==> config.mk <==
export PLATFORM = sky130hd
export DESIGN_NAME = irq_post_latch
export DESIGN_NICKNAME = d
export VERILOG_FILES = /design/src/rtl/irq_post_latch_pkg.sv /design/src/rtl/irl_write_decode.sv /design/src/rtl/irl_flag_cell.sv /design/src/rtl/irl_read_port.sv /design/src/rtl/irq_post_latch.sv
export SDC_FILE = /design/constraint.sdc
export NUM_CORES = 1
export LEC_CHECK = 0
export CAP_MARGIN = 25
export CORE_MARGIN = 1
export CORE_UTILIZATION = 24
export CTS_CLUSTER_SIZE = 8
export DETAILED_ROUTE_END_ITERATION = 16
export PLACE_DENSITY = 0.76
export SLEW_MARGIN = 20
export SYNTH_ARGS = -nofsm -noshare
export SYNTH_HDL_FRONTEND = slang
export SYNTH_HIERARCHICAL = 1
export SYNTH_SLANG_ARGS = --single-unit
==> constraint.sdc <==
create_clock -name clk -period 1.05 [get_ports clk]
set_clock_uncertainty 0.2 [all_clocks]
set_input_delay 0.21 -clock clk [delete_from_list [all_inputs] [get_ports clk]]
set_output_delay 0.21 -clock clk [all_outputs]
set_load 0.01 [all_outputs]
==> src/rtl/irq_post_latch_pkg.sv <==
package irq_post_latch_pkg;

    localparam int unsigned CH_COUNT  = 4;
    localparam int unsigned BUS_WIDTH = 16;

    // Software request decoded from one bus write
    typedef struct packed {
        logic [CH_COUNT-1:0] modify;
        logic [CH_COUNT-1:0] value;
    } sw_req_t;

    // Next value of one flag under set-over-write precedence
    function automatic logic flag_next(
        input logic cur,
        input logic hw,
        input logic mod,
        input logic val
    );
        logic r;
        if (hw)       r = 1'b1;
        else if (mod) r = val;
        else          r = cur;
        return r;
    endfunction

endpackage

==> src/rtl/irl_write_decode.sv <==
module irl_write_decode
    import irq_post_latch_pkg::*;
#(
    parameter int unsigned NCH = CH_COUNT
) (
    input  logic             sel,
    input  logic             wr_en,
    input  logic [2*NCH-1:0] wfield,
    output sw_req_t          req
);
    localparam int unsigned MOD_LSB = NCH;

    logic hit;
    assign hit = sel & wr_en;

    always_comb begin
        req.value  = wfield[NCH-1:0];
        req.modify = hit ? wfield[MOD_LSB +: NCH] : '0;
    end
endmodule

==> src/rtl/irl_flag_cell.sv <==
module irl_flag_cell
    import irq_post_latch_pkg::*;
(
    input  logic clk,
    input  logic rst,
    input  logic hw_pulse,
    input  logic sw_mod,
    input  logic sw_val,
    output logic flag
);
    always_ff @(posedge clk) begin
        if (rst) flag <= 1'b0;
        else     flag <= flag_next(flag, hw_pulse, sw_mod, sw_val);
    end
endmodule

==> src/rtl/irl_read_port.sv <==
module irl_read_port #(
    parameter int unsigned NCH = 4,
    parameter int unsigned DW  = 16
) (
    input  logic [NCH-1:0] flags,
    output logic [DW-1:0]  rword
);
    generate
        for (genvar b = 0; b < DW; b++) begin : g_rbit
            if (b < NCH) begin : g_live
                assign rword[b] = flags[b];
            end else begin : g_zero
                assign rword[b] = 1'b0;
            end
        end
    endgenerate
endmodule

==> src/rtl/irq_post_latch.sv <==
module irq_post_latch
    import irq_post_latch_pkg::*;
#(
    parameter int unsigned NCH = CH_COUNT,
    parameter int unsigned DW  = BUS_WIDTH
) (
    input  logic           clk,
    input  logic           rst,
    input  logic           sel,
    input  logic           wr_en,
    input  logic [DW-1:0]  wdata,
    input  logic [NCH-1:0] hw_set,
    output logic [DW-1:0]  rdata,
    output logic [NCH-1:0] irq_out
);
    localparam int unsigned FIELD_W = 2 * NCH;

    sw_req_t        req;
    logic [NCH-1:0] flags;

    irl_write_decode #(.NCH(NCH)) u_dec (
        .sel    (sel),
        .wr_en  (wr_en),
        .wfield (wdata[FIELD_W-1:0]),
        .req    (req)
    );

    generate
        for (genvar i = 0; i < NCH; i++) begin : g_cell
            irl_flag_cell u_cell (
                .clk      (clk),
                .rst      (rst),
                .hw_pulse (hw_set[i]),
                .sw_mod   (req.modify[i]),
                .sw_val   (req.value[i]),
                .flag     (flags[i])
            );
        end
    endgenerate

    assign irq_out = flags;

    irl_read_port #(.NCH(NCH), .DW(DW)) u_rd (
        .flags (flags),
        .rword (rdata)
    );
endmodule

Word level (Yosys, flattened, before mapping)
Index checks and enable logic that the tools add are counted.
{"block": "classes", "bitwise": 1, "n_mux": 9, "reduce_logical": 4}
{"op": "1-bit 2-to-1 mux", "n": 8}
{"op": "2-bit nonzero test", "n": 4}
{"op": "4-bit 2-to-1 mux", "n": 1}
{"op": "1-bit bitwise AND", "n": 1}
{"block": "totals", "in_bits": 24, "elab_cells": 18, "out_inout_bits": 20, "ff_bits": 4}

Logic depth before layout (Yosys ltp)
Gate-level depths: netlist (run 1).
{"block": "depth", "word_depth": 4, "ltp_mapped": 3, "mapped_depth_nobuf": 3}

By module
Netlist (run 1), hierarchy kept.
{"mod": "irl_flag_cell", "seq_area_each_um2": 20.0, "n_inst": 4, "area_each_um2": 38.8, "cells_each": 4}
{"mod": "irl_read_port", "seq_area_each_um2": 0.0, "n_inst": 1, "area_each_um2": 123.9, "cells_each": 17}
{"mod": "irl_write_decode", "seq_area_each_um2": 0.0, "n_inst": 1, "area_each_um2": 55.1, "cells_each": 8}

Worst setup path after synthesis (run 1)
OpenSTA, ideal clock, no wires.
{"block": "synth_timing", "path_type": "input to register", "from": "input port wdata[4]", "to": "register g_cell[0].u_cell.flag", "path_buffers": 0, "required_ns": 0.732, "setup_time_ns": 0.118, "cell_stages": 3, "arrival_time_ns": 0.597, "slack_ns": 0.134, "path_cell_list": "and3_1 -> mux2i_1 -> a21oi_1"}
{"block": "synth_via", "elab_chain_len": 2}
{"element": "from (decl)", "line_no": "irq_post_latch.sv:11", "text": "input logic [DW-1:0] wdata,"}
{"element": "4-bit 2-to-1 mux", "line_no": "irl_write_decode.sv:18", "text": "req.modify = hit ? wfield[MOD_LSB +: NCH] : '0;"}
{"element": "2-bit nonzero test (no line)"}
{"element": "to (signal assigned)", "line_no": "irl_flag_cell.sv:13", "text": "else flag <= flag_next(flag, hw_pulse, sw_mod, sw_val);"}
{"element": "to (decl)", "line_no": "irl_flag_cell.sv:9", "text": "output logic flag"}
No other way between the ends.
A chain may end at the register's enable or synchronous reset.

Worst setup path after layout (run 1)
{"block": "layout_timing", "from": "register g_cell[3].u_cell.flag", "to": "output port irq_out[3]"}
{"element": "from (decl)", "line_no": "irl_flag_cell.sv:9"}
{"element": "from (signal assigned)", "line_no": "irl_flag_cell.sv:13"}
{"element": "to (decl)", "line_no": "irq_post_latch.sv:14", "text": "output logic [NCH-1:0] irq_out"}
No word-level cell between the ends.

==> out/metrics.csv, run 1 <==
stage;metric;value;unit
sta;hold_violations;0;
finish;largest_reg_flops;4;
yosys;synth_top_area_share;44.9;%
drt;drt-initial-drc-count;0;
place;dpl_cell_area;474;µm²
yosys;yosys.area_share.simple;7.49;%
global_routing;grt-ovfl-total;0;
die;io_pins;44;
sta;max_clock_freq;0.912;GHz
place;dp_slack;-441;ps
critical_path;crit_type;flop to primary output;
global_routing;grt_pass1_vias;243;
cts;clk_pin_slew;40;ps
critical_path;crit_chain;buf_6;
power_and_ir_drop;p_int;0.391;mW
cts;cts_tree;yes;
critical_path;start_kind;flop;
yosys;synthTopCellsByArea;buf_4, dfxtp_1, mux2i_1;
place;place_congestion;0.595;
critical_path;crit_fanout;3;
yosys;yosysSeqAreaShare;24.0;%
finish;drive_gt1_share;29.3;%
drt;post_drt_wl_per_cell;8.55;µm
power_and_ir_drop;p_leak;0.260;nW
global_routing;antenna_found_initial;0;
cts;cts.sinks;4;
drt;firstDrtPassIters;1;
finish;nNetsFinal;84;
place;hpwl;499;µm
power_and_ir_drop;comb_power_share;30.3;%
yosys;synth_xor_area_share;0;%
die;row_count;13;
power_and_ir_drop;peakVddDrop;0.503;mV
drt;vias;256;
cts;cts_setup_buffers;0;
worst_hold_path;hold_class;input pin to flop;
sta;finalSetupViolCount;8;
place;dp_cells;70;
run;drv_cap;0;
drt;vias_per_cell;3.51;
die;die_width;39.3;µm
sta;setup_tns;-334;ps
power_and_ir_drop;switching_share;25.2;%
finish;area_growth;54.7;%
power_and_ir_drop;power.density;1010;mW/mm²
global_routing;grt_first_pass_wirelength;917;µm
finish;fin_cells;73;
sta;fin_crit_sh;104;%
yosys;yosysUniqueCellTypes;7;
yosys;synth_compound_area_share;5.99;%
yosys;ys_warn_count;6;
place;portBuffers;23;
cts;clock-root-buffer;clkbuf_4;
cts;clock_path_buffers;2;
critical_path;critPathMaxStageDelay;340;ps
die;core_area;0.00130;mm²
critical_path;arrival;690;ps
sta;rsz0062_at_grt;true;
yosys;synth_area;334;µm²
cts;h-tree-depth;1;
yosys;syn_avg_cell_area;8.15;µm²
yosys;synthCells;41;
yosys;yosys.area.top_type;buf_4;
drt;wl;624;µm
cts;clock_latency;230;ps
critical_path;cp_slowest_cell;dfxtp_4;
yosys;synth-seq-cells;4;
critical_path;endpoint_kind;primary output;
power_and_ir_drop;clkPwrFrac;35.4;%
drt;drc_errors;0;
yosys;synth_top_family_by_area;buffers and inverters;
power_and_ir_drop;switchingPower;0.131;mW
yosys;synth.area.mux_share;12.0;%
outcome;status;finished, violations left;
yosys;synth_fa_ha_area_share;0;%
critical_path;cp_num_buf_inv;1;
critical_path;required;640;ps
global_routing;grt_max_degree;5;
sta;holdWs;319;ps
power_and_ir_drop;seqPwrFrac;34.3;%
outcome;violations;negative setup slack;
critical_path;crit_family;flip-flops;
cts;cts_buffers;3;
finish;top_regs;g_cell.u_cell/flag x4;
drt;ant_nets;0;
sta;fin_crit;1100;ps
die;dieArea;0.00155;mm²
die;die_h;39.3;µm
finish;n_antenna_cell;0;
finish;regMostFlops;g_cell.u_cell/flag;
finish;final_area;517;µm²
die;start_util;25.7;%
cts;ctsHoldBuffers;0;
global_routing;grt.total_usage;9.24;%
sta;fin_ws;-46.4;ps
sta;final_max_slew_viol_count;0;
[through the flow]
stage | total power, mW | utilization (%)
finish | 0.522 | 39.7
global route | 0.565 | 39.7
CTS | 0.538 | 39.5
detailed placement | 0.335 | 36.4
global placement | 0.333 | 36.4
floorplan | 0.287 | -
[cell usage in the layout (no fill, tap or decap)]
| master | synthesis | routed |
|---|---|---|
| and3_4 | 0 | 2 |
| buf_6 | 0 | 8 |
| inv_1 | 4 | 4 |
| clkdlybuf4s50_1 | 0 | 9 |
| dfxtp_2 | 0 | 3 |
| and3_1 | 4 | 2 |
| dlygate4sd2_1 | 0 | 6 |
| dfxtp_4 | 0 | 1 |
| clkbuf_4 | 0 | 3 |
| mux2i_1 | 4 | 4 |
| conb_1 | 1 | 12 |
| a21oi_1 | 4 | 4 |
[kinds of logic (layout without fill, tap and decap cells)]
logic type,after synthesis,count (layout)
AOI/OAI and AO/OA,4,4
other,1,12
and+or+nand+nor,4,4
muxes,4,4
buffers and inverters,24,30
DFF,4,4
[synth_stat cells]
cell type	number
a21oi_1	4
and3_1	4
dfxtp_1	4
buf_4	20
mux2i_1	4
inv_1	4
conb_1	1
[per-layer routing]
metal	wire length (µm)	global-route usage [%]	share of wire, %
met1	204	8.90	33
met2	348	15.4	56
met3	72	3.41	12
met4	0	7.76	0
met5	0	0	0
[layout make-up]
cell class              instances  area [µm²]
flip-flops and latches          4        87.6
well taps                      15        18.8
fillers                       147         785
multi-input cells              24         140
inverters                       4        15.0
repair buffers                 23         233
clock buffers                   3        22.5
[final timing paths]
path / from / end / slack [ps] / cells past startpoint
max: g_cell[3].u_cell/flag / irq_out[3] / -50 / 1
min: hw_set[1] / g_cell[1].u_cell/flag / 320 / 3
max reg2reg: g_cell[3].u_cell/flag / g_cell[3].u_cell/flag / 180 / 2
min reg2reg: g_cell[1].u_cell/flag / g_cell[1].u_cell/flag / 360 / 2
[power by group through the flow]
stage / registers (mW) / clock network, mW / logic, mW
6_report: 0.179 / 0.185 / 0.158
3_5_place_dp: 0.176 / 0 / 0.159
3_3_place_gp: 0.176 / 0 / 0.158
4_1_cts: 0.181 / 0.198 / 0.158
2_1_floorplan: 0.180 / 0 / 0.107
5_1_grt: 0.182 / 0.212 / 0.172
[timing repair]
action	CTS	global route
gates resized for setup	52	1
pin swaps	6	0
setup endpoints to repair	12	8
Note: power is estimated with default switching activity, not from simulation.
==> run 2: changes to the inputs <==
PLACE_DENSITY = 0.77   (was 0.76)
==> out/metrics.csv, run 2 (synthesized netlist as in run 1, its figures left out) <==
stage;metric;value;unit;change
worst_hold_path;worstHoldPathCells;3;;unchanged
critical_path;start_kind;flop;;unchanged
critical_path;crit_chain;buf_6;;unchanged
critical_path;critPathMaxStageDelay;350;ps;was 340 ps
finish;layout.area.seq;85.1;µm²;was 87.6 µm²
finish;nNetsFinal;84;;unchanged
drt;drt-initial-drc-count;0;;unchanged
worst_hold_path;hold_class;input pin to flop;;unchanged
cts;cts.sinks;4;;unchanged
drt;ant_nets;0;;unchanged
run;drv_cap;0;;unchanged
place;portBuffers;23;;unchanged
place;place_congestion;0.586;;was 0.595
critical_path;cp.depth;1;;unchanged
sta;rsz0062_at_grt;true;;unchanged
drt;wl;606;µm;was 624 µm
global_routing;busiest_layer;met2;;unchanged
critical_path;cp_slowest_cell;dfxtp_2;;was dfxtp_4
finish;fillers;149;;was 147
sta;finalSetupViolCount;8;;unchanged
finish;largest_reg_flops;4;;unchanged
global_routing;grt_use_met3;3.41;%;unchanged
cts;cts_setup_buffers;0;;unchanged
finish;layout_common_cells;conb_1, clkdlybuf4s50_1, dlygate4sd2_1;;was conb_1, clkdlybuf4s50_1, buf_6
cts;clock-root-buffer;clkbuf_4;;unchanged
global_routing;grt_pass1_vias;229;;was 243
worst_hold_path;hold_start;hw_set[0];;was hw_set[1]
drt;drc_errors;0;;unchanged
critical_path;rr_startpoint;g_cell[2].u_cell/flag;;was g_cell[3].u_cell/flag
power_and_ir_drop;peakVddDrop;0.388;mV;was 0.503 mV
global_routing;grt_use_met1;8.22;%;was 8.90%
die;row_count;13;;unchanged
power_and_ir_drop;power.density;1060;mW/mm²;was 1010 mW/mm²
drt;vias;260;;was 256
cts;clock_latency;230;ps;about the same
die;die_h;39.3;µm;unchanged
cts;clock_path_buffers;2;;unchanged
sta;max_clock_freq;0.910;GHz;was 0.912 GHz
die;die_width;39.3;µm;unchanged
sta;final_max_slew_viol_count;0;;unchanged
power_and_ir_drop;p_leak;0.254;nW;was 0.260 nW
die;io_pins;44;;unchanged
global_routing;grt-ovfl-total;0;;unchanged
drt;vias_per_cell;3.56;;was 3.51
global_routing;use_met2;12.5;%;was 15.4%
cts;clk_pin_slew;40;ps;about the same
die;dieArea;0.00155;mm²;unchanged
global_routing;grt_first_pass_wirelength;807;µm;was 917 µm
global_routing;antenna_found_initial;0;;unchanged
finish;n_antenna_cell;0;;unchanged
finish;drive_gt1_share;27.6;%;was 29.3%
place;hpwl;479;µm;was 499 µm
critical_path;required;640;ps;about the same
finish;regMostFlops;g_cell.u_cell/flag;;unchanged
die;core_area;0.00130;mm²;unchanged
sta;fin_ws;-48.7;ps;was -46.4 ps
critical_path;crit_type;flop to primary output;;unchanged
cts;h-tree-depth;1;;unchanged
cts;cts_buffers;3;;unchanged
finish;top_regs;g_cell.u_cell/flag x4;;unchanged
outcome;violations;negative setup slack;;unchanged
drt;firstDrtPassIters;1;;unchanged
sta;hold_violations;0;;unchanged
sta;fin_crit_sh;105;%;was 104%
critical_path;crit_family;flip-flops;;unchanged
critical_path;worst-r2r-cell-count;2;;unchanged
finish;area_growth;44.9;%;was 54.7%
finish;final_util;37.2;%;was 39.7%
finish;multi_input_area;135;µm²;was 140 µm²
critical_path;arrival;690;ps;about the same
global_routing;grt.total_usage;8.53;%;was 9.24%
global_routing;grt_max_degree;5;;unchanged
drt;post_drt_wl_per_cell;8.30;µm;was 8.55 µm
critical_path;endpoint_kind;primary output;;unchanged
sta;holdWs;315;ps;was 319 ps
critical_path;cp_num_buf_inv;1;;unchanged
cts;cts_tree;yes;;unchanged
critical_path;crit_start;g_cell[3].u_cell/flag;;unchanged
sta;fin_crit;1100;ps;about the same
critical_path;crit_fanout;3;;unchanged
finish;final_common_cell;conb_1;;unchanged
die;start_util;25.7;%;unchanged
outcome;status;finished, violations left;;unchanged
run 2: cell counts in the layout (fill, tap and decap cells not counted):
No cell type changed its count.
run 2: what timing repair did:
item	4_1_cts	5_1_grt
cloned	0	0
resized for setup	47	0
pin swaps	7	0
endpoints found under the setup margin	12	8
hold buffers	0	0
run 2: layout make-up:
| cell class | count | area share (%) |
|---|---|---|
| Clock buffer | 3 | 4.65 |
| Tap cell | 15 | 3.88 |
| Multi-Input combinational cell | 24 | 27.9 |
| Timing Repair Buffer | 23 | 42.9 |
| Sequential cell | 4 | 17.6 |
| Inverter | 4 | 3.10 |
run 2: worst min-delay path, cell delays in order:
cell	delay (ps)
clkdlybuf4s50_1	400
inv_1	50
a21oi_1	50
run 2: worst paths after layout:
path	to	slack [ps]
hold reg to reg	g_cell[0].u_cell/flag	330
setup / recovery	irq_out[3]	-50
hold / removal	g_cell[0].u_cell/flag	310
setup reg to reg	g_cell[2].u_cell/flag	170
run 2: report_power, final:
part           switching [mW]  internal [mW]  leakage [nW]
Combinational          0.0602         0.0832         0.206
Sequential            0.00992          0.167        0.0343
Clock                  0.0648          0.128        0.0138
run 2: per-layer routing:
metal  wire length [µm]  up-vias
li1                   -      132
met1                212      110
met2                331       16
met3                 57        2
met4                  4        0
met5                  0        -
run 2: per-stage QoR:
stage               TNS, ps  total power [mW]  std cells  area (µm²)  worst slack [ps]
finish                 -334             0.513         73         484             -48.7
global route           -590             0.549         73         484             -79.6
CTS                    -438             0.524         73         484             -62.0
detailed placement    -3550             0.334         70         474              -439
global placement      -3500             0.333         70         474              -420
floorplan                 0             0.287         52         375               134
